[src/rtl/burst_addr_pkg.sv]
package burst_addr_pkg;
  // Action selected for the address register at the next edge
  typedef enum logic [1:0] {
    OP_HOLD = 2'd0,
    OP_INC  = 2'd1,
    OP_LOAD = 2'd2,
    OP_CLR  = 2'd3
  } addr_op_e;
endpackage

[src/rtl/burst_rst_sync.sv]
module burst_rst_sync #(
  parameter int SYNC_STAGES = 2
) (
  input  logic clk,
  input  logic rst_n,
  output logic rst_q_n
);
  localparam int NST = (SYNC_STAGES < 2) ? 2 : SYNC_STAGES;

  logic [NST-1:0] stage_q;
  logic [NST-1:0] stage_d;

  always_comb begin
    stage_d = {stage_q[NST-2:0], 1'b1};
  end

  always_ff @(posedge clk or negedge rst_n) begin
    if (!rst_n) stage_q <= '0;
    else        stage_q <= stage_d;
  end

  assign rst_q_n = stage_q[NST-1];
endmodule

[src/rtl/burst_op_decode.sv]
module burst_op_decode
  import burst_addr_pkg::*;
(
  input  logic     clr_n,
  input  logic     strobe_n,
  input  logic     cnt_en_n,
  output addr_op_e op
);
  // Fixed priority: clear, load, step, hold
  always_comb begin
    if (!clr_n)         op = OP_CLR;
    else if (!strobe_n) op = OP_LOAD;
    else if (!cnt_en_n) op = OP_INC;
    else                op = OP_HOLD;
  end
endmodule

[src/rtl/burst_addr_next.sv]
module burst_addr_next
  import burst_addr_pkg::*;
#(
  parameter int AW = 16
) (
  input  addr_op_e      op,
  input  logic [AW-1:0] cur,
  input  logic [AW-1:0] ext,
  output logic [AW-1:0] nxt,
  output logic          upd
);
  localparam logic [AW-1:0] ONE = AW'(1);

  always_comb begin
    nxt = cur;
    upd = 1'b1;
    unique case (op)
      OP_CLR:  nxt = '0;
      OP_LOAD: nxt = ext;
      OP_INC:  nxt = cur + ONE;   // natural wrap at all-ones
      default: upd = 1'b0;
    endcase
  end
endmodule

[src/rtl/burst_addr_gen.sv]
module burst_addr_gen
  import burst_addr_pkg::*;
#(
  parameter int AW          = 16,
  parameter int SYNC_STAGES = 2
) (
  input  logic          clk,
  input  logic          rst_n,
  input  logic [AW-1:0] ext_addr,
  input  logic          strobe_n,
  input  logic          cnt_en_n,
  input  logic          clr_n,
  output logic [AW-1:0] addr
);
  logic          rst_q_n;
  addr_op_e      op;
  logic [AW-1:0] addr_q;
  logic [AW-1:0] addr_d;
  logic          addr_ce;

  burst_rst_sync #(.SYNC_STAGES(SYNC_STAGES)) u_rst (
    .clk    (clk),
    .rst_n  (rst_n),
    .rst_q_n(rst_q_n)
  );

  burst_op_decode u_dec (
    .clr_n   (clr_n),
    .strobe_n(strobe_n),
    .cnt_en_n(cnt_en_n),
    .op      (op)
  );

  burst_addr_next #(.AW(AW)) u_nxt (
    .op (op),
    .cur(addr_q),
    .ext(ext_addr),
    .nxt(addr_d),
    .upd(addr_ce)
  );

  always_ff @(posedge clk or negedge rst_q_n) begin
    if (!rst_q_n)     addr_q <= '0;
    else if (addr_ce) addr_q <= addr_d;
  end

  assign addr = addr_q;
endmodule

[config.mk]
export PLATFORM = sky130hd
export DESIGN_NAME = burst_addr_gen
export DESIGN_NICKNAME = d
export VERILOG_FILES = /design/src/rtl/burst_addr_pkg.sv /design/src/rtl/burst_rst_sync.sv /design/src/rtl/burst_op_decode.sv /design/src/rtl/burst_addr_next.sv /design/src/rtl/burst_addr_gen.sv
export SDC_FILE = /design/constraint.sdc
export NUM_CORES = 1
export LEC_CHECK = 0
export ABC_AREA = 1
export BUFFER_PORTS_ARGS = -buffer_cell sky130_fd_sc_hd__buf_2
export CORE_UTILIZATION = 45
export CTS_CLUSTER_SIZE = 30
export DETAILED_ROUTE_END_ITERATION = 7
export GPL_ROUTABILITY_DRIVEN = 0
export HOLD_SLACK_MARGIN = 0.02
export PLACE_DENSITY_LB_ADDON = 0.05
export SLEW_MARGIN = 10
export SYNTH_ARGS = -nofsm -noshare
export SYNTH_HDL_FRONTEND = slang
export SYNTH_SLANG_ARGS = --single-unit
[constraint.sdc]
create_clock -name clk -period 1.2 [get_ports clk]
set_input_delay 0.24 -clock clk [delete_from_list [all_inputs] [get_ports clk]]
set_output_delay 0.24 -clock clk [all_outputs]
set_load 0.01 [all_outputs]
==> results.sh <==
export IMPL_outcome="finished with violations"
export IMPL_failed_checks="negative setup slack"
export IMPL_overflow=0
export IMPL_synth_area_leader_cell="dfrtp_1"
export IMPL_cts_buffer_depth=2
export IMPL_grt_pass1_wl_microns=5070
export IMPL_clkTransAtPathRegs_ps=110
export IMPL_cts_sinks=18
export IMPL_relSlewSlack_pct=54.8
export IMPL_die_w_microns=53.0
export IMPL_crit_arrival_ps=1430
export IMPL_wl_per_cell_microns=12.6
export IMPL_syn_num_nets=189
export IMPL_leakage_nw=0.968
export IMPL_worstSetupEndpoint="addr[4]"
export IMPL_worst_pin_slew_ps=677
export IMPL_ff2ff_path_depth=6
export IMPL_post_dp_hpwl_microns=2200
export IMPL_numCtsBuffers=3
export IMPL_grt_start_max_net_pins=17
export IMPL_setup_viol=7
export IMPL_start_kind="register"
export IMPL_port_buffers=36
export IMPL_yosys_area_top_type_share_pct=38.5
export IMPL_htreeDepth=1
export IMPL_die_y_microns=53.0
export IMPL_routed_wl_microns=3400
export IMPL_yosysWarnings=0
export IMPL_viasPerCell=5.08
export IMPL_drive_gt1_share_pct=45.8
export IMPL_core_sq_um=2480
export IMPL_final_cell_mix="nand2_1, nand3_1, buf_2, buf_4, buf_6"
export IMPL_yosys_register_bits=18
export IMPL_worst_slack_ps=-47.1
export IMPL_tns_ps=-178
export IMPL_fin_crit_ps=1250
export IMPL_worstSetupStartpoint="addr[0]"
export IMPL_ys_types=24
export IMPL_maxSlewViolCount=0
export IMPL_r2r_slack_ps=-50
export IMPL_track_usage_pct=25.2
export IMPL_synth_area_leaders="dfrtp_1, nand2_1, nand3_1"
export IMPL_rows=18
export IMPL_skew_ps=7.73
export IMPL_nets=263
export IMPL_synth_cells=167
export IMPL_dr_total_vias=1372
export IMPL_instances_no_fill=270
export IMPL_ios=37
export IMPL_drc=0
export IMPL_path_class="register to register"
export IMPL_grt_pass1_vias=1177
export IMPL_critPathMaxFanout=5
export IMPL_final_common_cell="nand2_1"
export IMPL_end_kind="register"
export IMPL_dr_pass1_iters=6
export IMPL_powerDensity_nw_per_um2=779
export IMPL_total_power_mw=1.45
export IMPL_antenna_found_initial=0
export IMPL_ir_worst_vdd_mv=0.873
export IMPL_syn_to_final_growth_pct=59.5
export IMPL_ant_nets=0
export IMPL_cts_tree="yes"
export IMPL_drv_cap=0
export IMPL_root_buffer="clkbuf_4"
export IMPL_drt_iter0_markers=41
export IMPL_fmax_ghz=0.802
export IMPL_hp_class="primary input to register"
export IMPL_synth_seq_area_share_pct=38.5
export IMPL_cp_required_ps=1390
export IMPL_r2r_end="addr[4]"
export IMPL_r2r_start="addr[0]"
export IMPL_clk_latency_ps=300
export IMPL_timing_final_crit_share_pct=104
export IMPL_start_util_pct=47.2
export IMPL_placed_cells_incl_taps=243
export IMPL_grt_setup_unrepaired="yes"
export IMPL_syn_avg_cell_area_sq_um=7.01
export IMPL_antennaDiodeCount=0
export IMPL_syn_cell_area_sq_um=1170
export IMPL_report_final_hold_viol_count=0
export IMPL_die_area_sq_um=2810
[metrics by stage]
stage / util, % / setup slack (ps) / area (sq um) / hold slack (ps)
after global placement: 60.1 / 14.3 / 1490 / 25.0
after CTS: 69.3 / -49.7 / 1720 / 139
after floorplan: - / -7.83 / 1190 / -55.6
final: 75.3 / -47.1 / 1870 / 142
after detailed placement: 60.1 / -25.2 / 1490 / 27.5
after global routing: 75.3 / -92.3 / 1870 / 140
[power by group]
group / total [mW] / switching, mW / internal [mW] / leakage (nW)
combinational: 0.369 / 0.168 / 0.200 / 0.722
sequential: 0.696 / 0.0499 / 0.647 / 0.224
clock: 0.387 / 0.202 / 0.185 / 0.0210
[registers in the layout (all words and copies together) (netlist names)]
register and count:
addr 16, u_rst.stage_q 2
[Yosys cell counts (all sizes together)]
cell	count
o211ai	1
nand4	3
nand2	60
o21bai	2
xor2	1
dfrtp	18
nand3b	2
nor2	16
nand3	36
inv	16
buf	3
o21ai	2
ha	1
a21o	1
or2	2
a21oi	2
conb	1
[worst min-delay path by stage]
stage / slack (ps) / from / cells after the start / endpoint
floorplan: -60 / rst_n / 0 / u_rst.stage_q[0]
global placement: 20 / rst_n / 1 / u_rst.stage_q[0]
detailed placement: 30 / rst_n / 1 / u_rst.stage_q[0]
CTS: 140 / ext_addr[7] / 3 / addr[7]
global route: 140 / ext_addr[7] / 3 / addr[7]
finish: 140 / ext_addr[13] / 3 / addr[13]
[critical path, cell delays in order, from the launching register on]
cell      delay, ps
dfrtp_2         460
ha_4            180
nand2_4          90
nor2_4           50
or2_1           200
nand3b_1         80
nand3_1          70
[layout make-up]
cell class | count | area (sq um)
clock buffers | 4 | 36.3
fillers | 210 | 612
inverters | 16 | 60.1
multi-input cells | 130 | 724
flip-flops and latches | 18 | 460
well taps | 30 | 37.5
repair buffers | 72 | 547
[repair_timing]
item | 4_1_cts | 5_1_grt
hold buffers | 1 | 0
pin swaps | 1 | 12
gates resized for setup | 21 | 20
buffers inserted | 12 | 10
endpoints found under the setup margin | 14 | 25
endpoints found under the hold margin | 2 | 0
[kinds of logic after synthesis]
| logic type | count (synthesis) | share of synthesized area, % |
|---|---|---|
| xor+xnor | 1 | 0.749 |
| compound gates | 8 | 4.28 |
| fa+ha+maj | 1 | 1.07 |
| simple gates | 119 | 48.5 |
| buf+inv | 19 | 6.63 |
| other cells | 1 | 0.321 |
| flops | 18 | 38.5 |
[per-layer routing]
layer	up-vias	track usage, %	wire [microns]	share of wire (%)
met4	0	11.0	36	1.1
met1	656	32.2	1520	45
li1	683	-	-	-
met3	4	2.59	110	3.2
met2	29	42.4	1740	51
met5	-	0	0	0
Power figures use the tool's default switching activity.
